--- src/rtl/sc_tx_pkg.sv ---
package sc_tx_pkg;
  // smallest legal bit time in system clocks
  localparam int MIN_ETU_CLKS = 4;

  // even parity bit for an arbitrary-width word
  function automatic logic even_parity(input logic [31:0] word, input int width);
    logic p;
    p = 1'b0;
    for (int i = 0; i < width; i++) p = p ^ word[i];
    return p;
  endfunction
endpackage

--- src/rtl/sc_etu_timer.sv ---
module sc_etu_timer #(
  parameter int ETU_W = 12,
  parameter int IDX_W = 4
) (
  input  logic             clk,
  input  logic             rst_n,
  input  logic             run,
  input  logic             restart,
  input  logic [ETU_W-1:0] etu_clks,
  output logic [IDX_W-1:0] etu_idx,
  output logic             etu_last,
  output logic             etu_mid,
  output logic             etu_pre_mid
);
  import sc_tx_pkg::*;

  logic [ETU_W-1:0] lim, half, cnt;

  always_comb begin
    lim  = (etu_clks < ETU_W'(MIN_ETU_CLKS)) ? ETU_W'(MIN_ETU_CLKS) : etu_clks;
    half = lim >> 1;
  end

  assign etu_last    = (cnt == lim - ETU_W'(1));
  assign etu_mid     = (cnt == half);
  assign etu_pre_mid = (cnt == half - ETU_W'(1));

  always_ff @(posedge clk) begin
    if (!rst_n || !run || restart) begin
      cnt     <= '0;
      etu_idx <= '0;
    end else if (etu_last) begin
      cnt <= '0;
      if (etu_idx != '1) etu_idx <= etu_idx + IDX_W'(1);
    end else begin
      cnt <= cnt + ETU_W'(1);
    end
  end
endmodule

--- src/rtl/sc_tx_shifter.sv ---
module sc_tx_shifter #(
  parameter int DATA_W = 8
) (
  input  logic              clk,
  input  logic              rst_n,
  input  logic              load,
  input  logic [DATA_W-1:0] load_data,
  input  logic              load_msb,
  input  logic              shift,
  output logic              data_bit,
  output logic              parity_bit
);
  import sc_tx_pkg::*;

  logic [DATA_W-1:0] tsr;
  logic              msb_q;
  logic              par_q;

  always_ff @(posedge clk) begin
    if (!rst_n) begin
      tsr   <= '0;
      msb_q <= 1'b0;
      par_q <= 1'b0;
    end else if (load) begin
      tsr   <= load_data;
      msb_q <= load_msb;
      par_q <= even_parity(32'(load_data), DATA_W);
    end else if (shift) begin
      tsr <= msb_q ? (tsr << 1) : (tsr >> 1);
    end
  end

  assign data_bit   = msb_q ? tsr[DATA_W-1] : tsr[0];
  assign parity_bit = par_q;
endmodule

--- src/rtl/sc_tx_ctrl.sv ---
module sc_tx_ctrl #(
  parameter int DATA_W = 8,
  parameter int IDX_W  = 4
) (
  input  logic              clk,
  input  logic              rst_n,
  input  logic              wr_valid,
  input  logic [DATA_W-1:0] wr_data,
  input  logic              cfg_msb_first,
  input  logic              cfg_guard_ext,
  input  logic              err_clr,
  input  logic              line_in,
  input  logic [IDX_W-1:0]  etu_idx,
  input  logic              etu_last,
  input  logic              etu_mid,
  input  logic              etu_pre_mid,
  input  logic              data_bit,
  input  logic              parity_bit,
  output logic              busy,
  output logic              restart,
  output logic              sh_load,
  output logic [DATA_W-1:0] sh_data,
  output logic              sh_msb,
  output logic              sh_shift,
  output logic              wr_ready,
  output logic              line_drive_low,
  output logic              tx_end,
  output logic              tx_err,
  output logic              tx_end_irq
);
  // slot numbers, counted in bit times from the start bit
  localparam int IDX_PAR   = DATA_W + 1;
  localparam int IDX_ERR   = DATA_W + 2;
  localparam int IDX_LATE  = DATA_W + 4;

  logic [DATA_W-1:0] tdr_q;
  logic busy_q, guard_q, err_seen_q, tend_q, err_q, irq_q;
  logic accept, err_hit, done_ok, retry, cur_bit;

  assign accept  = wr_valid && !busy_q;
  assign err_hit = busy_q && (etu_idx == IDX_W'(IDX_ERR)) && etu_mid && !line_in;
  assign done_ok = busy_q && !err_seen_q &&
                   ((!guard_q && (etu_idx == IDX_W'(IDX_ERR))  && etu_last) ||
                    ( guard_q && (etu_idx == IDX_W'(IDX_LATE)) && etu_pre_mid));
  assign retry   = busy_q && err_seen_q && (etu_idx == IDX_W'(IDX_LATE)) && etu_last;

  always_comb begin
    if (etu_idx == '0)                      cur_bit = 1'b0;
    else if (etu_idx <= IDX_W'(DATA_W))     cur_bit = data_bit;
    else if (etu_idx == IDX_W'(IDX_PAR))    cur_bit = parity_bit;
    else                                    cur_bit = 1'b1;
  end

  always_ff @(posedge clk) begin
    if (!rst_n) begin
      tdr_q      <= '0;
      busy_q     <= 1'b0;
      guard_q    <= 1'b0;
      err_seen_q <= 1'b0;
      tend_q     <= 1'b1;
      err_q      <= 1'b0;
      irq_q      <= 1'b0;
    end else begin
      irq_q <= done_ok;
      if (accept) begin
        tdr_q      <= wr_data;
        busy_q     <= 1'b1;
        guard_q    <= cfg_guard_ext;
        err_seen_q <= 1'b0;
        tend_q     <= 1'b0;
      end else begin
        if (done_ok) begin
          busy_q <= 1'b0;
          tend_q <= 1'b1;
        end
        if (err_hit)    err_seen_q <= 1'b1;
        else if (retry) err_seen_q <= 1'b0;
      end
      if (err_hit)      err_q <= 1'b1;
      else if (err_clr) err_q <= 1'b0;
    end
  end

  assign busy           = busy_q;
  assign restart        = retry;
  assign sh_load        = accept || retry;
  assign sh_data        = accept ? wr_data : tdr_q;
  assign sh_msb         = cfg_msb_first;
  assign sh_shift       = busy_q && etu_last && (etu_idx != '0) && (etu_idx <= IDX_W'(DATA_W));
  assign wr_ready       = !busy_q;
  assign line_drive_low = busy_q && !cur_bit;
  assign tx_end         = tend_q;
  assign tx_err         = err_q;
  assign tx_end_irq     = irq_q;
endmodule

--- src/rtl/sc_char_tx.sv ---
module sc_char_tx #(
  parameter int DATA_W = 8,
  parameter int ETU_W  = 12
) (
  input  logic              clk,
  input  logic              rst_n,
  input  logic              wr_valid,
  output logic              wr_ready,
  input  logic [DATA_W-1:0] wr_data,
  input  logic              cfg_msb_first,
  input  logic              cfg_guard_ext,
  input  logic [ETU_W-1:0]  cfg_etu_clks,
  input  logic              err_clr,
  input  logic              line_in,
  output logic              line_drive_low,
  output logic              tx_end,
  output logic              tx_err,
  output logic              tx_end_irq
);
  localparam int IDX_W = $clog2(DATA_W + 6);

  logic [IDX_W-1:0]  etu_idx;
  logic              etu_last, etu_mid, etu_pre_mid;
  logic              busy, restart, sh_load, sh_msb, sh_shift;
  logic [DATA_W-1:0] sh_data;
  logic              data_bit, parity_bit;

  sc_etu_timer #(.ETU_W(ETU_W), .IDX_W(IDX_W)) u_timer (
    .clk(clk), .rst_n(rst_n), .run(busy), .restart(restart),
    .etu_clks(cfg_etu_clks), .etu_idx(etu_idx), .etu_last(etu_last),
    .etu_mid(etu_mid), .etu_pre_mid(etu_pre_mid)
  );

  sc_tx_shifter #(.DATA_W(DATA_W)) u_shift (
    .clk(clk), .rst_n(rst_n), .load(sh_load), .load_data(sh_data),
    .load_msb(sh_msb), .shift(sh_shift), .data_bit(data_bit),
    .parity_bit(parity_bit)
  );

  sc_tx_ctrl #(.DATA_W(DATA_W), .IDX_W(IDX_W)) u_ctrl (
    .clk(clk), .rst_n(rst_n), .wr_valid(wr_valid), .wr_data(wr_data),
    .cfg_msb_first(cfg_msb_first), .cfg_guard_ext(cfg_guard_ext),
    .err_clr(err_clr), .line_in(line_in), .etu_idx(etu_idx),
    .etu_last(etu_last), .etu_mid(etu_mid), .etu_pre_mid(etu_pre_mid),
    .data_bit(data_bit), .parity_bit(parity_bit), .busy(busy),
    .restart(restart), .sh_load(sh_load), .sh_data(sh_data),
    .sh_msb(sh_msb), .sh_shift(sh_shift), .wr_ready(wr_ready),
    .line_drive_low(line_drive_low), .tx_end(tx_end), .tx_err(tx_err),
    .tx_end_irq(tx_end_irq)
  );
endmodule

--- config.mk ---
export PLATFORM = sky130hd
export DESIGN_NAME = sc_char_tx
export DESIGN_NICKNAME = d
export VERILOG_FILES = /design/src/rtl/sc_tx_pkg.sv /design/src/rtl/sc_etu_timer.sv /design/src/rtl/sc_tx_shifter.sv /design/src/rtl/sc_tx_ctrl.sv /design/src/rtl/sc_char_tx.sv
export SDC_FILE = /design/constraint.sdc
export NUM_CORES = 1
export LEC_CHECK = 0
export BUFFER_PORTS_ARGS = -buffer_cell sky130_fd_sc_hd__buf_2
export CORE_AREA = 2 2 91 110
export CTS_CLUSTER_SIZE = 20
export DETAILED_ROUTE_END_ITERATION = 8
export DIE_AREA = 0 0 93 112
export SYNTH_ARGS = -nofsm -noshare
export SYNTH_HDL_FRONTEND = slang
export SYNTH_SLANG_ARGS = --single-unit
--- constraint.sdc ---
create_clock -name clk -period 3.36 [get_ports clk]
set_clock_uncertainty 0.15 [all_clocks]
set_input_delay 0.504 -clock clk [delete_from_list [all_inputs] [get_ports clk]]
set_output_delay 0.504 -clock clk [all_outputs]
set_load 0.01 [all_outputs]
== After elaboration in Yosys (flattened, before gate mapping) ==
Cells that the tools add are included.
Word-level totals
  flip-flop bits (word level): 40
  input bits: 27
  output and inout port bits: 5
  logic and storage cells: 86
Operators by class
  add/subtract/negate cells: 4
  order comparisons: 2
  eq/ne operators: 7
  mux-type cells: 17
  bitwise logic cells: 8
  reductions and logical operators: 36
Operators by type and width (number)
  $mux W8: 4
  $eq A12 B12 Y1: 2
  $logic_and A1 B1 Y1: 17
  $add A12 B1 Y12 const B: 1
  $eq A12 B11 Y1: 1
  $eq A4 B4 Y1 const B: 3
  $lt A12 B3 Y1 const B: 1
  $mux W1: 12
  $mux W12: 1
  $sub A11 B1 Y12 const B: 1
  $sub A12 B1 Y12 const B: 1
  $reduce_bool A2 Y1: 4
  $xor A1 B1 Y1: 7
  $logic_not A1 Y1: 6
  $add A4 B1 Y4 const B: 1
  $le A4 B4 Y1 const B: 1
  $logic_not A4 Y1: 1
  $logic_or A1 B1 Y1: 4
  $ne A4 B4 Y1 const B: 1
  $reduce_bool A4 Y1: 1
  $reduce_or A2 Y1: 2
  $reduce_and A2 Y1: 1
  $not A1 Y1: 1

== Longest topological paths before layout ==
  word-level depth: 10
  gate-level depth with buffers: 14
  gate-level depth less buffers: 11

== Hierarchy ==
Synthesis repeated with hierarchy kept, for this count alone.
Unflattened totals
  cell total of the unflattened synthesis: 361
  area total of the unflattened synthesis: 3055.4 sq um
By module, submodules not included
  sc_etu_timer: times used 1, cells each 230, area each 1774.2 sq um, seq. area each 320.3 sq um
  sc_tx_ctrl: times used 1, cells each 65, area each 696.9 sq um, seq. area each 280.3 sq um
  sc_tx_shifter: times used 1, cells each 66, area each 584.3 sq um, seq. area each 200.2 sq um

== Worst setup path before layout ==
Ideal clock, no wire load.
  path kind: input port to flip-flop
  from: in cfg_etu_clks[8]
  to: reg u_shift.tsr[2]
  library setup time: 120 ps
  arrival time: 3111 ps
  data required time: 3090 ps
  path slack: -21 ps
  stages: 13
  path buffers: 2
  cells stage by stage: buf_6 -> nor4_2 -> nand3_1 -> nand2_1 -> ha_1 -> nor3b_1 -> nand4_1 -> mux2i_1 -> nor4_4 -> and4_1 -> buf_4 -> a31oi_1 -> a211o_1
On the way
  longest elaborated chain between the ends: 8
  elaborated cells between the ends (all ways): 11
  those cells by class: add/sub: 1; order compare: 1; eq/ne: 1; mux: 2; reduce/logical: 6
Ends and longest elaborated chain
  from (decl): line sc_char_tx.sv:12  | input logic [ETU_W-1:0] cfg_etu_clks,
  $lt A12 B3 Y1: line sc_etu_timer.sv:20  | lim = (etu_clks < ETU_W'(MIN_ETU_CLKS)) ? ETU_W'(MIN_ETU_CLKS) : etu_clks;
  $mux W12 (*): line sc_etu_timer.sv:20
  $sub A12 B1 Y12 (*): line sc_etu_timer.sv:24  | assign etu_last = (cnt == lim - ETU_W'(1));
  $eq A12 B12 Y1 (*): line sc_etu_timer.sv:24
  $logic_and A1 B1 Y1 (3 in a row): line sc_tx_ctrl.sv:89  | assign sh_shift = busy_q && etu_last && (etu_idx != '0) && (etu_idx <= IDX_W'(DATA_W));
  $reduce_bool A2 Y1 (no line)
  to (signal assigned): line sc_tx_shifter.sv:25  | tsr <= load_data;
  to (signal assigned): line sc_tx_shifter.sv:29  | tsr <= msb_q ? (tsr << 1) : (tsr >> 1);
  to (decl): line sc_tx_shifter.sv:15  | logic [DATA_W-1:0] tsr;
Every way passes the cells marked *; elsewhere a longest branch is shown, timed or not.
A chain may end at the register's enable or synchronous reset.

== Worst setup path in the final report ==
  from: in cfg_etu_clks[2]
  to: reg u_shift.msb_q
On the way
  longest elaborated chain between the ends: 6
Ends and longest elaborated chain
  $lt A12 B3 Y1: line sc_etu_timer.sv:20
  $mux W12 (*): line sc_etu_timer.sv:20
  $sub A12 B1 Y12 (*): line sc_etu_timer.sv:24
  $eq A12 B12 Y1 (*): line sc_etu_timer.sv:24
  $logic_and A1 B1 Y1 (*): line sc_tx_ctrl.sv:45  | assign retry = busy_q && err_seen_q && (etu_idx == IDX_W'(IDX_LATE)) && etu_last;
  $logic_or A1 B1 Y1 (*): line sc_tx_ctrl.sv:86  | assign sh_load = accept || retry;
  to (signal assigned): line sc_tx_shifter.sv:26  | msb_q <= load_msb;
  to (decl): line sc_tx_shifter.sv:16  | logic msb_q;
Marks and branches as above.

==> metrics.md <==
| Metric | Value |
|---|---|
| I/O pins | `32` |
| Clock Power Share | `39.2%` |
| R2R setup slack | `0.79 ns` |
| WP buf/inv | `2` |
| Int Power | `0.896 mW` |
| Setup fix buffers added after clock tree synthesis | `0` |
| DRC errors left | `0` |
| Worst-path fanout max | `12` |
| Maximum clock path buffer count | `2` |
| Post-synthesis net count | `435` |
| Syn Area/Cell | `8.01 um^2` |
| Final Routed Wirelength | `8.67 mm` |
| IO buf count | `31` |
| Beginning of the worst hold path | `u_shift.parity_bit` |
| Final antenna-violating net count | `0` |
| HPWL Detailed | `6.76 mm` |
| Ys Warns | `0` |
| CTS tree | `yes` |
| EDFF count, synth | `0` |
| Sequential area share after synthesis | `24.9%` |
| Worst hold endpoint | `u_shift.parity_bit` |
| Power share of the combinational group | `19.2%` |
| Ant diodes | `0` |
| Final worst path period need | `3.11 ns` |
| Cell count after synthesis | `401` |
| Worst EP arrival | `3.17 ns` |
| Filler instances | `990` |
| Hold_ws | `0.319 ns` |
| Sequential group share of total power | `41.7%` |
| Count of different cell masters after synthesis | `63` |
| Achievable Freq | `321 MHz` |
| Mapped cell area | `0.00321 mm^2` |
| CP required | `3.42 ns` |
| Hold Vio Cnt, Final | `0` |
| Slew Viols, Final | `0` |
| Slew at the pin closest to its max-slew limit | `0.544 ns` |
| Worst path max stage delay | `0.36 ns` |
| Grt ovf | `0` |
| Root buffer cell | `clkbuf_16` |
| Clk_lat worst skew | `0.28 ns` |
| Number of CTS-inserted buffers | `5` |
| Reg2reg path depth | `8` |
| Reg clk slew, reported paths | `0.05 ns` |
| Die ar. | `0.0104 mm^2` |
| VDD IR max | `0.000186 V` |
| Commonest cells after routing, fill and taps aside | `nand2_1, dfxtp_1, xnor2_1` |
| Main synth FF type | `dfxtp_1` |
| Die Height | `112 um` |
| Via count | `2997` |
| CP most frequent cell | `mux2i_1` |
| Final setup margin | `0.247 ns` |
| RR Startpoint | `u_timer.cnt[3]` |
| Max-slew headroom | `63.7%` |
| Register area | `801 um^2` |
| H-tree levels | `2` |
| Vias in the first global route | `3090` |
| Core area | `0.00937 mm^2` |
| Commonest non-fill, non-tap cell in the layout | `nand2_1` |
| Initial core utilization | `34.3%` |
| Vias per cell | `5.32` |
| Synth Register Bits | `40` |
| Largest net degree at the start of global routing | `22` |
| TNS Setup | `0 ns` |
| Die width | `93 um` |
| Worst hold path stage count | `2` |
| Clock sinks | `40` |
| Path type of the worst setup path | `in -> reg` |
| Switch Pwr | `0.338 mW` |
| FF-to-FF End | `u_shift.msb_q` |
| Final Cycle Share | `92.6%` |
| Final setup viols | `0` |
| Outcome | `complete, no violations` |
| 1st-iter DRT viols | `102` |
| Synth async-reset ratio | `0%` |
| Multi-input gate area | `0.00226 mm^2` |
| CP Capture Type | `flip-flop` |
| Hold Path Class | `reg -> reg` |
| CP max stage cell | `mux2i_1` |
| RSZ-0062 raised after global routing | `true` |
| Sw Share | `27.4%` |
| Critical path launch point type | `input pin` |
| Pwr dens | `327 mW/mm^2` |
| Layout cell share with drive strength beyond 1 | `20.2%` |
| Fin nets | `473` |
| WL/cell | `15.4 um` |
| Drt pass-1 iters | `4` |
| Worst slack at placement | `-0.0591 ns` |
| Crit-path cells | `buf_2 > nor2_1 > nand3_1 > nand2_1 > ha_2 > nor3b_1 > nand4_1 > mux2i_1 > nor4_4 > and4_1 > buf_4 > a31oi_1 > mux2i_1` |
| First-pass GRT wire length | `14.6 mm` |
| GPL Wtd Cong | `0.907` |
| Cell row count | `39` |
| GRT Util Overall | `17.4%` |
| Layout area overhead | `17.5%` |
| Initial antenna violation count | `0` |
| MaxCap Viol Count | `0` |
| Leak | `1.48 nW` |
| Crit path max-delay family | `simple AND/OR/NAND/NOR gates` |
-- cells in the mapped netlist (all sizes together), types with 3 or more instances --
cell type	count	area, um^2
xnor2	35	307
buf	10	61.3
mux2i	14	153
clkbuf	18	70.1
dfxtp	40	801
nand2	63	236
a211o	10	87.6
a211oi	3	22.5
nor3	7	35.0
nand3	14	75.1
a21oi	11	55.1
a31oi	10	62.6
nand2b	4	25.0
o41ai	7	98.9
nand3b	4	30.0
and3	3	18.8
or2	3	18.8
nand4	8	65.1
a21boi	10	75.1
and4	3	26.3
nor2	26	97.6
xor2	16	140
o21ai	17	85.1
nor2b	8	50.1
inv	9	33.8
nor4	9	108
ha	7	87.6
nor3b	6	50.1
-- layer usage --
metal / track usage (%) / routed length [um] / up-vias
met5: 0 / 0 / -
met2: 31.1 / 4380 / 66
met1: 20.5 / 3720 / 1414
li1: - / - / 1504
met3: 2.30 / 310 / 13
met4: 7.94 / 255 / 0
-- cells by family after synthesis --
| group | synth area share, % |
|---|---|
| buffers and inverters | 5.14 |
| XOR/XNOR | 13.9 |
| adder cells (fa/ha/maj) | 2.73 |
| multiplexers | 4.75 |
| AND/OR/NAND/NOR | 28.2 |
| flip-flops | 24.9 |
| AO/OA/AOI/OAI | 20.4 |
-- layout make-up --
type | instances | share of cell area (%)
sequential | 40 | 21.2
inverter | 9 | 0.895
clock inverter | 1 | 0.199
timing repair buffer | 59 | 10.0
tap | 123 | 4.08
clock buffer | 7 | 3.78
multi-input combinational | 324 | 59.8
-- worst max path at each step --
stage	startpoint	endpoint	slack (ns)	cells past startpoint
after global routing	cfg_etu_clks[11]	u_shift.msb_q	-0.02	14
final	cfg_etu_clks[2]	u_shift.msb_q	0.25	13
after detailed placement	cfg_etu_clks[11]	u_shift.msb_q	-0.06	13
after global placement	cfg_etu_clks[7]	u_shift.parity_bit	0.02	13
after floorplan	cfg_etu_clks[8]	u_shift.tsr[2]	0.01	13
after CTS	cfg_etu_clks[11]	u_shift.msb_q	0.21	13
-- flip-flops by register name (all words and copies together) (netlist names) --
name / flops
u_timer.cnt: 12
u_ctrl.tx_end_irq: 1
u_ctrl.tx_end: 1
u_ctrl.busy: 1
u_shift.tsr: 8
u_ctrl.err_seen_q: 1
u_shift.msb_q: 1
u_ctrl.tx_err: 1
u_ctrl.tdr_q: 8
u_timer.etu_idx: 4
u_ctrl.guard_q: 1
u_shift.parity_bit: 1
-- worst min-delay path: cells and delay by family (launching register included) --
kind,cells,cell delay (ns)
flip-flops,1,0.31
multiplexers,1,0.06
AND/OR/NAND/NOR,1,0.05
-- timing repair --
action / CTS / global route
hold buffers: 0 / 0
gates resized for setup: 0 / 3
setup endpoints to repair: 0 / 6
-- power by group through the flow --
stage	Clock, mW	Sequential (mW)	Combinational [mW]
detailed placement	0	0.524	0.236
CTS	0.498	0.514	0.237
global route	0.520	0.516	0.262
finish	0.483	0.514	0.236
global placement	0	0.524	0.232
floorplan	0	0.515	0.160
-- per-stage QoR --
stage | utilization, % | area [um^2] | total power, mW | std cells
6_report | 40.3 | 3780 | 1.23 | 563
4_1_cts | 40.2 | 3770 | 1.25 | 563
2_1_floorplan | - | 3220 | 0.675 | 401
3_5_place_dp | 38.6 | 3620 | 0.760 | 555
5_1_grt | 40.3 | 3780 | 1.30 | 563
3_3_place_gp | 38.6 | 3620 | 0.756 | 555
No activity file was read; power rests on OpenSTA's default activity.
